[config.mk]
export PLATFORM = sky130hd
export DESIGN_NAME = xfer_seq
export DESIGN_NICKNAME = d
export VERILOG_FILES = /design/src/rtl/xfer_seq_pkg.sv /design/src/rtl/xfer_seq_cfg.sv /design/src/rtl/xfer_seq_cnt.sv /design/src/rtl/xfer_seq_fsm.sv /design/src/rtl/xfer_seq.sv
export SDC_FILE = /design/constraint.sdc
export NUM_CORES = 1
export LEC_CHECK = 0
export CORE_MARGIN = 4
export CORE_UTILIZATION = 45
export DETAILED_ROUTE_END_ITERATION = 10
export DONT_BUFFER_PORTS = 1
export PLACE_DENSITY = 0.57
export SETUP_SLACK_MARGIN = 0.1
export SKIP_LAST_GASP = 1
export SLEW_MARGIN = 15
export SYNTH_ARGS = -nofsm -noshare
export SYNTH_HDL_FRONTEND = slang
export SYNTH_HIERARCHICAL = 1
export SYNTH_SLANG_ARGS = --single-unit
[constraint.sdc]
create_clock -name clk -period 4.6 [get_ports clk]
set_input_delay 0.69 -clock clk [delete_from_list [all_inputs] [get_ports clk]]
set_output_delay 0.69 -clock clk [all_outputs]
set_load 0.01 [all_outputs]
[src/rtl/xfer_seq_pkg.sv]
package xfer_seq_pkg;
    typedef enum logic [1:0] {
        ST_IDLE,
        ST_DATA,
        ST_STOP,
        ST_FINISH
    } seq_state_e;

    localparam int          CMD_IDX_W    = 6;
    localparam int          CMD_ARG_W    = 32;
    localparam logic [5:0]  STOP_CMD_IDX = 6'd12;
    localparam logic [1:0]  RSP_R48_BUSY = 2'b11;
endpackage

[src/rtl/xfer_seq_cfg.sv]
module xfer_seq_cfg (
    input  logic clk,
    input  logic rst_n,
    input  logic load_i,
    input  logic multi_i,
    input  logic dir_i,
    input  logic auto_i,
    output logic multi_o,
    output logic dir_o,
    output logic auto_o
);
    always_ff @(posedge clk or negedge rst_n) begin
        if (!rst_n) begin
            multi_o <= 1'b0;
            dir_o   <= 1'b0;
            auto_o  <= 1'b0;
        end else if (load_i) begin
            multi_o <= multi_i;
            dir_o   <= dir_i;
            auto_o  <= auto_i;
        end
    end
endmodule

[src/rtl/xfer_seq_cnt.sv]
module xfer_seq_cnt #(
    parameter int CNT_W = 16
) (
    input  logic             clk,
    input  logic             rst_n,
    input  logic             load_i,
    input  logic [CNT_W-1:0] load_val_i,
    input  logic             dec_i,
    output logic             last_o
);
    localparam logic [CNT_W-1:0] ONE = {{(CNT_W-1){1'b0}}, 1'b1};

    logic [CNT_W-1:0] remain_q;

    always_ff @(posedge clk or negedge rst_n) begin
        if (!rst_n) begin
            remain_q <= '0;
        end else if (load_i) begin
            remain_q <= load_val_i;
        end else if (dec_i && remain_q != '0) begin
            remain_q <= remain_q - ONE;
        end
    end

    assign last_o = (remain_q == ONE);
endmodule

[src/rtl/xfer_seq_fsm.sv]
module xfer_seq_fsm
    import xfer_seq_pkg::*;
(
    input  logic clk,
    input  logic rst_n,
    input  logic start_i,
    input  logic data_present_i,
    input  logic multi_blk_i,
    input  logic count_zero_i,
    input  logic blk_done_i,
    input  logic rsp_done_i,
    input  logic last_blk_i,
    input  logic cfg_multi_i,
    input  logic cfg_auto_i,
    output logic load_o,
    output logic dec_o,
    output logic data_active_o,
    output logic stop_req_o,
    output logic done_o,
    output logic err_o
);
    seq_state_e state_q, state_d;
    logic       busy;

    assign busy = (state_q != ST_IDLE);

    // next-state logic
    always_comb begin
        state_d = state_q;
        unique case (state_q)
            ST_IDLE: begin
                if (start_i) begin
                    if (!data_present_i)                 state_d = ST_FINISH;
                    else if (multi_blk_i && count_zero_i) state_d = ST_FINISH;
                    else                                  state_d = ST_DATA;
                end
            end
            ST_DATA: begin
                if (blk_done_i && last_blk_i) begin
                    if (cfg_multi_i && cfg_auto_i) state_d = ST_STOP;
                    else                           state_d = ST_FINISH;
                end
            end
            ST_STOP: begin
                if (rsp_done_i) state_d = ST_FINISH;
            end
            ST_FINISH: state_d = ST_IDLE;
            default:   state_d = ST_IDLE;
        endcase
    end

    // state register
    always_ff @(posedge clk or negedge rst_n) begin
        if (!rst_n) begin
            state_q <= ST_IDLE;
            err_o   <= 1'b0;
        end else begin
            state_q <= state_d;
            err_o   <= start_i && busy;
        end
    end

    // outputs
    always_comb begin
        data_active_o = 1'b0;
        stop_req_o    = 1'b0;
        done_o        = 1'b0;
        unique case (state_q)
            ST_IDLE:   ;
            ST_DATA:   data_active_o = 1'b1;
            ST_STOP:   stop_req_o    = 1'b1;
            ST_FINISH: done_o        = 1'b1;
            default:   ;
        endcase
    end

    assign load_o = start_i && !busy && data_present_i;
    assign dec_o  = (state_q == ST_DATA) && blk_done_i;
endmodule

[src/rtl/xfer_seq.sv]
module xfer_seq
    import xfer_seq_pkg::*;
#(
    parameter int CNT_W = 16
) (
    input  logic                 clk,
    input  logic                 rst_n,
    input  logic                 start_i,
    input  logic                 data_present_i,
    input  logic                 multi_blk_i,
    input  logic                 read_dir_i,
    input  logic                 auto_stop_i,
    input  logic [CNT_W-1:0]     blk_count_i,
    input  logic                 blk_done_i,
    input  logic                 cmd_rsp_done_i,
    output logic                 data_active_o,
    output logic                 dir_read_o,
    output logic                 stop_req_o,
    output logic [CMD_IDX_W-1:0] stop_idx_o,
    output logic [CMD_ARG_W-1:0] stop_arg_o,
    output logic [1:0]           stop_rsp_o,
    output logic                 xfer_done_o,
    output logic                 start_err_o
);
    localparam logic [CNT_W-1:0] SINGLE = {{(CNT_W-1){1'b0}}, 1'b1};

    logic             load, dec, last_blk;
    logic             cfg_multi, cfg_auto;
    logic [CNT_W-1:0] load_val;

    assign load_val = multi_blk_i ? blk_count_i : SINGLE;

    xfer_seq_cfg u_cfg (
        .clk     (clk),
        .rst_n   (rst_n),
        .load_i  (load),
        .multi_i (multi_blk_i),
        .dir_i   (read_dir_i),
        .auto_i  (auto_stop_i),
        .multi_o (cfg_multi),
        .dir_o   (dir_read_o),
        .auto_o  (cfg_auto)
    );

    xfer_seq_cnt #(.CNT_W(CNT_W)) u_cnt (
        .clk        (clk),
        .rst_n      (rst_n),
        .load_i     (load),
        .load_val_i (load_val),
        .dec_i      (dec),
        .last_o     (last_blk)
    );

    xfer_seq_fsm u_fsm (
        .clk            (clk),
        .rst_n          (rst_n),
        .start_i        (start_i),
        .data_present_i (data_present_i),
        .multi_blk_i    (multi_blk_i),
        .count_zero_i   (blk_count_i == '0),
        .blk_done_i     (blk_done_i),
        .rsp_done_i     (cmd_rsp_done_i),
        .last_blk_i     (last_blk),
        .cfg_multi_i    (cfg_multi),
        .cfg_auto_i     (cfg_auto),
        .load_o         (load),
        .dec_o          (dec),
        .data_active_o  (data_active_o),
        .stop_req_o     (stop_req_o),
        .done_o         (xfer_done_o),
        .err_o          (start_err_o)
    );

    assign stop_idx_o = STOP_CMD_IDX;
    assign stop_arg_o = '0;
    assign stop_rsp_o = RSP_R48_BUSY;
endmodule

# == Word level (Yosys, flattened, before mapping) ==
# Index checks and enable logic that the tools add are counted.
# word_totals
ff_bits,22
output_inout_bits,45
# classes
addsub,1
n_eq_ne,7
n_mux,13
reduce_logical,15
# op_table
op,n
2-to-1 mux 16 bit,3
"equality test 16 x 1 -> 1 bit, second input constant",1
logical NOT 16 bit,1
nonzero test 16 bit,1
"subtractor 16 x 1 -> 16 bit, second input constant",1
2-to-1 mux 2 bit,5
logical AND 1 bit,8
one-hot mux 2 bit (4 select lines),1
"equality test 2 bit, second input constant",2
2-to-1 mux 1 bit,4
"!= test 2 bit, second input constant",2
nonzero test 2 bit,2
AND reduction 3 bit,1
"equality test 2 x 1 -> 1 bit, second input constant",1
logical NOT 2 bit,1
"!= test 2 x 1 -> 1 bit, second input constant",1
logical NOT 1 bit,1

# == Longest topological paths before layout ==
# Gate-level depths: netlist of run 1.
# depth
word_depth,6
depth_mapped,8
mapped_depth_nobuf,7

# == Modules after synthesis ==
# Netlist of run 1, hierarchy kept.
# modules_own_cells
module,n_inst,cells_each,area_each_um2,seq_area_each_um2
xfer_seq_cnt,1,132,1102.3,400.4
xfer_seq,1,64,447.9,0.0
xfer_seq_fsm,1,27,287.8,75.1
xfer_seq_cfg,1,6,108.9,75.1

# == Worst setup path before layout of run 1 ==
# Ideal clock, no wire load.
# synth_path
path_kind,flip-flop to flip-flop
from,reg u_cnt.remain_q[6]
to,reg u_fsm.state_q[1]
arrival_ns,2.264
required_ns,4.472
slack_ns,2.208
stages_incl_launch_ff,8
n_path_buf,1
period_less_slack_ns,2.392
cell_sequence,dfrtp_1 > or4_4 > clkbuf_8 > or3_4 > nor2_1 > nand2_2 > a211oi_2 > mux2_1
# synth_via
elab_chain_len,4
# synth_rtl
element,line_no,text
"start, declared",xfer_seq_cnt.sv:13,logic [CNT_W-1:0] remain_q;
"start signal, assigned",xfer_seq_cnt.sv:19,remain_q <= load_val_i;
"start signal, assigned",xfer_seq_cnt.sv:21,remain_q <= remain_q - ONE;
equality test 16 x 1 -> 1 bit,xfer_seq_cnt.sv:25,assign last_o = (remain_q == ONE);
named net last_blk,xfer_seq.sv:27,"logic load, dec, last_blk;"
logical AND 1 bit,xfer_seq_fsm.sv:39,if (blk_done_i && last_blk_i) begin
!= test 2 x 1 -> 1 bit (no source line),n/a,
AND reduction 3 bit (no source line),n/a,
"end signal, assigned",xfer_seq_fsm.sv:58,state_q <= state_d;
"end, declared",xfer_seq_fsm.sv:22,"seq_state_e state_q, state_d;"
# The timed path passes the listed nets, and every way through them passes these cells.
# A chain may end at the register's enable or synchronous reset.

# == Worst setup path after layout of run 1 ==
# layout_path
from,reg u_fsm.state_q[1]
to,reg u_cnt.remain_q[10]
# layout_via
word_cells_on_any_way,9
cone_classes,eq/ne (1); mux (1); reduce/logical (7)
# layout_lines
element,line_no,text
equality test 2 x 1 -> 1 bit,xfer_seq_fsm.sv:78,assign dec_o = (state_q == ST_DATA) && blk_done_i;
logical AND 1 bit,xfer_seq_fsm.sv:78,
named net dec,xfer_seq.sv:27,
logical AND 1 bit,xfer_seq_cnt.sv:20,end else if (dec_i && remain_q != '0) begin
nonzero test 2 bit (no source line),n/a,
# The timed path passes the listed nets, and every way through them passes these cells.

==> results of run 1 <==
## sequential cells by signal, indices dropped and copies added, names as in the netlist
name and cells:
u_cfg/auto_o 1, u_cfg/dir_o 1, u_cfg/multi_o 1, u_cnt/remain_q 16, u_fsm/err_o 1, u_fsm/state_q 2
## metal layers
layer,global-route usage,share of wire,up-vias
met5,0,0,-
met4,0.0423,0.015,0
met3,0.0383,0.079,6
met2,0.231,0.46,62
met1,0.227,0.45,716
li1,-,-,732
## logic make-up after synthesis
group	after synthesis	share of synthesized area
compound gates	41	0.158
flops	22	0.283
other cells	2	0.00386
simple gates	95	0.288
mux	4	0.0231
buf+inv	57	0.193
fa+ha+maj	8	0.0514
## critical path, stage by stage (launching register included)
cell,delay [ns]
dfrtp_1,0.44
inv_1,0.14
ha_1,0.22
and2_1,0.28
or4bb_1,0.60
or4_1,0.45
a221oi_1,0.25
a21oi_1,0.06
## power by group through the flow
stage	Clock (mW)	Combinational [mW]	Sequential, mW
2_1_floorplan	0	0.386	0.365
3_3_place_gp	0	0.406	0.405
3_5_place_dp	0	0.406	0.404
4_1_cts	0.186	0.406	0.402
5_1_grt	0.199	0.460	0.420
6_report	0.182	0.405	0.405
## Yosys cell counts, types with 4 or more instances
cell      number  share of area
buf_4         40           0.15
dfrtp_1       22           0.28
nor2_1        19          0.037
and2_1        16          0.051
nand2_1       14          0.027
inv_1         10          0.019
a31oi_1        8          0.026
ha_1           8          0.051
o21ai_0        8          0.021
nor4_1         7          0.022
a21oi_1        6          0.015
nand3_1        6          0.015
clkbuf_1       5         0.0096
nor3_1         4          0.010
or4_1          4          0.015
## metrics by stage
stage	hold WS [ns]	setup WS [ns]	total power [mW]	std cells	instance area, um^2
2_1_floorplan	0.394	2.21	0.752	267	2090
3_3_place_gp	0.395	2.11	0.811	271	1820
3_5_place_dp	0.395	2.06	0.810	271	1820
4_1_cts	0.101	2.04	0.994	275	1890
5_1_grt	0.0817	1.86	1.08	275	1890
6_report	0.107	2.03	0.992	275	1890
## layout make-up
type | instances | area [um^2] | area share
clock buffer | 3 | 41.3 | 0.0218
clock inverter | 1 | 30.0 | 0.0159
inverter | 10 | 37.5 | 0.0198
multi-input combinational | 188 | 1160 | 0.615
sequential | 22 | 551 | 0.291
tap | 50 | 62.6 | 0.0330
timing repair buffer | 1 | 7.51 | 0.00397
## worst max-delay path by stage
stage | endpoint | slack (ns) | from | depth (start not counted)
finish | u_cnt/remain_q[10]$_DFFE_PN0P_ | 2.03 | u_fsm/state_q[1]$_DFFE_PN0P_ | 7
global route | u_cnt/remain_q[10]$_DFFE_PN0P_ | 1.86 | u_fsm/state_q[1]$_DFFE_PN0P_ | 7
CTS | u_cnt/remain_q[10]$_DFFE_PN0P_ | 2.04 | u_fsm/state_q[1]$_DFFE_PN0P_ | 7
detailed placement | u_cnt/remain_q[10]$_DFFE_PN0P_ | 2.06 | u_fsm/state_q[1]$_DFFE_PN0P_ | 7
global placement | u_cnt/remain_q[10]$_DFFE_PN0P_ | 2.11 | u_fsm/state_q[1]$_DFFE_PN0P_ | 7
floorplan | u_fsm/state_q[1]$_DFFE_PN0P_ | 2.21 | u_cnt/remain_q[6]$_DFFE_PN0P_ | 7
==> results.toml, run 1 <==
[worst_setup_path]
rr_worst_depth = 7
arrival_ns = 2.72
critPathLaunchType = "flop"
cp.required_ns = 4.75
cp-end-kind = "flop"
path_max_fanout = 9
r2r-end = "u_cnt/remain_q[10]$_DFFE_PN0P_"
r2r_start = "u_fsm/state_q[1]$_DFFE_PN0P_"
crit_type = "reg -> reg"
reg2reg_slack_ns = 2.03

[synth]
synth-async-reset-ratio = 1.00
ys_warn_count = 6
synthCells = 229
synth_area_um2 = 1950
ys_ff_latch = 22
syn_avg_cell_area_um2 = 8.50
synth_enable_flop_cells = 0
yosysSeqAreaShare = 0.283
synth_flop_cell = "dfrtp_1"
ys_types = 53

[final_layout]
mostFrequentLayoutCell = "conb_1"
finish.utilization = 0.463
final_cell_mix = "conb_1 (40), dfrtp_1 (22), nor2_1 (19)"
diodes = 0
area_growth_pct = -2.76
fillers = 406
final_nets = 259
drive_above_1_share = 0.102

[pwr]
switching_share = 0.403
p_leak_nw = 0.793
power_frac_seq = 0.408
power.net_switching_mw = 0.400
p_per_area_nw_per_um2 = 524
combPwrFrac = 0.409
clkPwrFrac = 0.184
p_int_mw = 0.592
irDropWorstVdd_v = 0.000222

[floorplan]
die_area_um2 = 5440
placement_rows = 23
die_h_um = 73.8
core-area_um2 = 4090
dieWidth_um = 73.8
start_util = 0.476
io_pins = 70

[global_routing]
grt_pass1_wl_um = 6630
antenna_found_initial = 0
grt_max_degree = 28
track_usage = 0.157
grt_pass1_vias = 1327
grt_overflow_total = 0

[run]
maxCapViolations = 0

[clocking]
cts_resized = 0
cts_tree = "done"
numCtsBuffers = 3
post-cts-setup-buffers = 0
hold_buffers = 0
cts_sinks = 22
cts-htree-levels = 1
clkLatencyLatePin_ns = 0.27
root_buffer = "clkbuf_8"
path_clk_slew_ns = 0.09
cts_buffer_depth = 2

[drt]
ant_nets = 0
wire_per_inst_um = 15.2
drtPass1Iterations = 4
vias_per_cell = 5.51
drc = 0
routed_wl_um = 4190
drt_first_iter_violations = 64
vias = 1516

[timing]
fin_worst_skew_ns = 0.00844
fin_crit_sh = 0.558
rsz0062_at_grt = "no"
period_minus_slack_ns = 2.57
tightest_slew_ns = 0.723
max_freq_ghz = 0.389
setup_tns_ns = 0
hold_violations = 0
maxSlewHeadroom = 0.514
drv_slew = 0
setup_viol = 0

[place]
dpl.hpwl_um = 3240
placement.io_buffers = 0
gp_congestion = 0.831

[min_path]
hp-class = "in -> async"

[run_status]
outcome = "completed"
Power figures use the tool's default switching activity.
==> run 2: changes to the inputs <==
Settings changed: PLACE_DENSITY 0.57 to 0.59.
Clock period 4.6 ns to 2.2 ns, I/O delays scaled along.
==> run 2 against run 1 <==
Against the previous run:
- critical path type unchanged
- highest routed layer unchanged
- non-clock buffer count up 40
- clock skew down 0.0053 ns
- cell area up 23%
- total power rose to 2.6 times the previous value
==> results.toml, run 2 (synthesis results as in run 1) <==
[run_status]
outcome = "completed"

[final_layout]
final_nets = 299
regMostFlops = "u_cnt/remain_q"
diodes = 0
final_cell_mix = "conb_1 (40), buf_4 (35), dfrtp_1 (22)"
finalNonFillerCells = 315
mostFrequentLayoutCell = "conb_1"
largest_reg_flops = 16
finish.utilization = 0.572
top_regs = "u_cnt/remain_q (16), u_fsm/state_q (2)"
drive_above_1_share = 0.317
area_growth_pct = 20.0

[drt]
drc = 0
ant_nets = 0
routed_wl_um = 4990
drtPass1Iterations = 4
vias_per_cell = 5.47
wire_per_inst_um = 15.8
vias = 1724
drt_first_iter_violations = 112

[global_routing]
grt_overflow_total = 0
grt_max_degree = 27
grt_pass1_wl_um = 7530
grt_pass1_vias = 1550
track_usage = 0.182
antenna_found_initial = 0

[pwr]
p_per_area_nw_per_um2 = 1110
irDropWorstVdd_v = 0.000413
p_int_mw = 1.55
switching_share = 0.404
clkPwrFrac = 0.119
combPwrFrac = 0.594
p_leak_nw = 1.01
power_frac_seq = 0.288
power.net_switching_mw = 1.05

[clocking]
cts-htree-levels = 1
clkLatencyLatePin_ns = 0.27
root_buffer = "clkbuf_8"
cts_buffer_depth = 2
cts_tree = "done"
numCtsBuffers = 3
path_clk_slew_ns = 0.09
cts_sinks = 22

[worst_setup_path]
critPathLaunchType = "flop"
cp-end-kind = "flop"
crit_chain = "inv_2 > ha_4 > buf_4 > or4bb_4 > or4_4 > a221oi_4 > a21oi_1"
reg2reg_slack_ns = 0.02
path_max_fanout = 4
crit_slowest_cell = "or4bb_4"
r2r_start = "u_cnt/remain_q[0]$_DFFE_PN0P_"
r2r-end = "u_cnt/remain_q[10]$_DFFE_PN0P_"
rr_worst_depth = 7
cpPeakStageDelay_ns = 0.54
worstSetupEndpoint = "u_cnt/remain_q[10]$_DFFE_PN0P_"
worstSetupStartpoint = "u_cnt/remain_q[0]$_DFFE_PN0P_"
cp.depth = 7
crit_type = "reg -> reg"
path_buf_inv = 2
cp_top_family = "simple AND/OR/NAND/NOR gates"
cp.required_ns = 2.36
arrival_ns = 2.33

[timing]
drv_slew = 0
maxSlewHeadroom = 0.631
worst_slack_ns = 0.0222
fin_worst_skew_ns = 0.00315
setup_viol = 0
rsz0062_at_grt = "yes"
period_minus_slack_ns = 2.18
max_freq_ghz = 0.459
tightest_slew_ns = 0.548
hold_violations = 0
fin_crit_sh = 0.990
setup_tns_ns = 0
hold_slack_ns = 0.0184

[place]
placement.io_buffers = 0
placed_cells = 295
gp_congestion = 0.832
dpl.hpwl_um = 3520
pre_cts_slack_ns = 0.00842

[floorplan]
placement_rows = 23
die_area_um2 = 5440
io_pins = 70
start_util = 0.476
core-area_um2 = 4090
dieWidth_um = 73.8
die_h_um = 73.8

[run]
maxCapViolations = 0

[min_path]
hp-class = "in -> async"
==> run 2: changes by cell type in the layout (fill, tap and decap cells not counted), sizes merged <==
cell	change
inv	-1
clkinvlp	+1
buf	+40
clkbuf	+1
bufinv	-1
==> run 2: layout make-up <==
type | instances | area [um^2]
Sequential cell | 22 | 551
Tap cell | 50 | 62.6
Multi-Input combinational cell | 188 | 1280
Fill cell | 381 | 1750
Timing Repair Buffer | 41 | 342
Inverter | 10 | 41.3
Clock buffer | 4 | 55.1
==> run 2: stage by stage <==
stage                     power (mW)  area [um^2]
after global placement          1.96         2040
after detailed placement        1.97         2040
after floorplan                 1.61         2120
after CTS                       2.40         2200
final                           2.59         2340
after global routing            2.76         2340
==> run 2: how the worst min path moves through the flow <==
stage               startpoint                            end  slack, ns  cells after the start
global route             rst_n       u_cfg/auto_o$_DFFE_PN0P_       0.06                      1
floorplan                rst_n       u_cfg/auto_o$_DFFE_PN0P_       0.03                      0
CTS                    start_i          u_fsm/err_o$_DFF_PN0_       0.20                      1
finish                   rst_n  u_cnt/remain_q[3]$_DFFE_PN0P_       0.02                      1
detailed placement       rst_n  u_cnt/remain_q[6]$_DFFE_PN0P_       0.04                      0
global placement         rst_n  u_cnt/remain_q[6]$_DFFE_PN0P_       0.04                      0
==> run 2: layer usage <==
metal  track usage  share of wire  up-vias
met1         0.250           0.43      813
li1              -              -      813
met5             0              0        -
met4        0.0765          0.021        0
met3        0.0301          0.074        8
met2         0.281           0.47       90
==> run 2: timing repair <==
item	4_1_cts	5_1_grt
setup endpoints to repair	3	15
hold endpoints to repair	22	0
pin swaps	5	9
buffers inserted	9	7
gates resized for setup	5	21
hold buffers	1	0
gates cloned	0	0
==> run 2: power by group through the flow <==
stage	clock, mW	sequential, mW	combinational, mW
after global placement	0	0.747	1.21
after floorplan	0	0.774	0.835
after global routing	0.325	0.763	1.68
after CTS	0.308	0.737	1.36
after detailed placement	0	0.749	1.22
final	0.307	0.746	1.54
==> run 3: changes to the inputs <==
Settings changed: GPL_ROUTABILITY_DRIVEN from default to 0, PLACE_DENSITY 0.59 to 0.57.
Clock period 2.2 ns to 2.49 ns, I/O delays scaled along.
==> run 3 against run 2 <==
Against the previous run:
- clock-buffer cell count fell by 1
- clock skew fell by 0.0015 ns
- fmax fell by 7.5%
- total power fell by 26%
- sequential cell count did not move
- worst hold slack improved by 0.044 ns
- global-route usage fell by 2.3 points
- non-clock buffer count fell by 29
- combinational power fell by 45%
- critical path depth fell by 1
- utilization fell by 8.6 points
- routed wire length fell by 13%
- largest power group unchanged
- highest routed layer unchanged
==> results.toml, run 3 (synthesis results as in run 1) <==
[final_layout]
regMostFlops = "u_cnt/remain_q"
drive_above_1_share = 0.157
largest_reg_flops = 16
diodes = 0
top_regs = "u_cnt/remain_q (16), u_fsm/state_q (2)"
final_nets = 270
area_growth_pct = 1.93
final_cell_mix = "conb_1 (40), dfrtp_1 (22), nor2_1 (19)"
mostFrequentLayoutCell = "conb_1"

[clocking]
cts_buffer_depth = 2
cts-htree-levels = 1
path_clk_slew_ns = 0.08
clkLatencyLatePin_ns = 0.27
cts_sinks = 22
numCtsBuffers = 3
root_buffer = "clkbuf_8"
cts_tree = "done"

[drt]
vias = 1537
drtPass1Iterations = 4
wire_per_inst_um = 15.2
vias_per_cell = 5.37
drt_first_iter_violations = 69
ant_nets = 0
drc = 0
routed_wl_um = 4360

[timing]
maxSlewHeadroom = 0.628
hold_slack_ns = 0.0624
worst_slack_ns = 0.136
tightest_slew_ns = 0.554
drv_slew = 0
fin_worst_skew_ns = 0.00164
rsz0062_at_grt = "yes"
period_minus_slack_ns = 2.35
max_freq_ghz = 0.425
setup_tns_ns = 0
hold_violations = 0
fin_crit_sh = 0.945
setup_viol = 0

[run_status]
outcome = "completed"

[global_routing]
antenna_found_initial = 0
grt_use_met1 = 0.225
grt_pass1_wl_um = 6640
grt_overflow_total = 0
met3_usage = 0.0328
met2_usage = 0.246
track_usage = 0.159
grt_max_degree = 27
gr-max-usage-layer = "met2"
grt_pass1_vias = 1377

[floorplan]
core-area_um2 = 4090
start_util = 0.476
dieWidth_um = 73.8
die_h_um = 73.8
io_pins = 70
placement_rows = 23
die_area_um2 = 5440

[worst_setup_path]
crit_slowest_cell = "or4_1"
cp.depth = 6
cp-end-kind = "flop"
rr_worst_depth = 6
reg2reg_slack_ns = 0.14
arrival_ns = 2.51
critPathLaunchType = "flop"
path_buf_inv = 0
crit_type = "reg -> reg"
path_max_fanout = 6
cpPeakStageDelay_ns = 0.59
cp.required_ns = 2.64
worstSetupEndpoint = "u_fsm/state_q[1]$_DFFE_PN0P_"
r2r_start = "u_cnt/remain_q[11]$_DFFE_PN0P_"
worstSetupStartpoint = "u_cnt/remain_q[11]$_DFFE_PN0P_"
cp_top_family = "simple AND/OR/NAND/NOR gates"
r2r-end = "u_fsm/state_q[1]$_DFFE_PN0P_"
crit_chain = "or4_1 > or3_4 > nor2_1 > nand2_2 > a211oi_2 > mux2_1"

[pwr]
p_per_area_nw_per_um2 = 964
irDropWorstVdd_v = 0.000404
power_mw = 1.91
p_leak_nw = 0.848

[run]
maxCapViolations = 0

[place]
dpl.hpwl_um = 3380
placement.io_buffers = 0
pre_cts_slack_ns = 0.163

[min_path]
hp-class = "in -> async"
-- run 3: cell types whose count changed in the layout (fill, tap and decap cells not counted), sizes merged --
cell	before	now
buf	41	12
inv	9	10
clkbuf	4	3
bufinv	0	1
clkinvlp	1	0
-- run 3: worst min path at each step --
stage	startpoint	endpoint	slack, ns	cells past startpoint
final	rst_n	u_cnt/remain_q[14]$_DFFE_PN0P_	0.06	1
after global routing	rst_n	u_cnt/remain_q[9]$_DFFE_PN0P_	0.11	1
after CTS	start_i	u_fsm/err_o$_DFF_PN0_	0.24	1
after detailed placement	rst_n	u_cnt/remain_q[14]$_DFFE_PN0P_	0.08	0
after global placement	rst_n	u_cnt/remain_q[14]$_DFFE_PN0P_	0.08	0
after floorplan	rst_n	u_cfg/auto_o$_DFFE_PN0P_	0.08	0
-- run 3: repair_timing --
| item | 4_1_cts | 5_1_grt |
|---|---|---|
| buffers inserted | 0 | 0 |
| setup endpoints to repair | 0 | 9 |
| endpoints found under the hold margin | 22 | 0 |
| gates resized for setup | 0 | 4 |
| hold buffers | 1 | 0 |
-- run 3: final cells by class --
cell class / instances / area, um^2
clock buffer: 3 / 41.3
tap: 50 / 62.6
timing repair buffer: 12 / 87.6
clock inverter: 1 / 30.0
fill: 408 / 2100
sequential: 22 / 551
inverter: 10 / 37.5
multi-input combinational: 188 / 1170
-- run 3: layer usage --
layer	vias to the layer above	wire length (um)	part of all wire
met4	0	17	0.0039
met3	2	277	0.064
met2	56	2000	0.46
li1	755	-	-
met1	724	2070	0.47
met5	-	0	0
-- run 3: per-stage QoR --
step / cell area [um^2] / util / std cells
CTS: 1980 / 0.484 / 286
finish: 1980 / 0.486 / 286
global placement: 1900 / 0.464 / 281
global route: 1980 / 0.486 / 286
detailed placement: 1900 / 0.464 / 281
floorplan: 2090 / - / 267
-- run 3: where the power goes --
part | total, mW | internal, mW | switching [mW]
Combinational | 0.840 | 0.399 | 0.442
Clock | 0.339 | 0.215 | 0.124
Sequential | 0.735 | 0.527 | 0.207
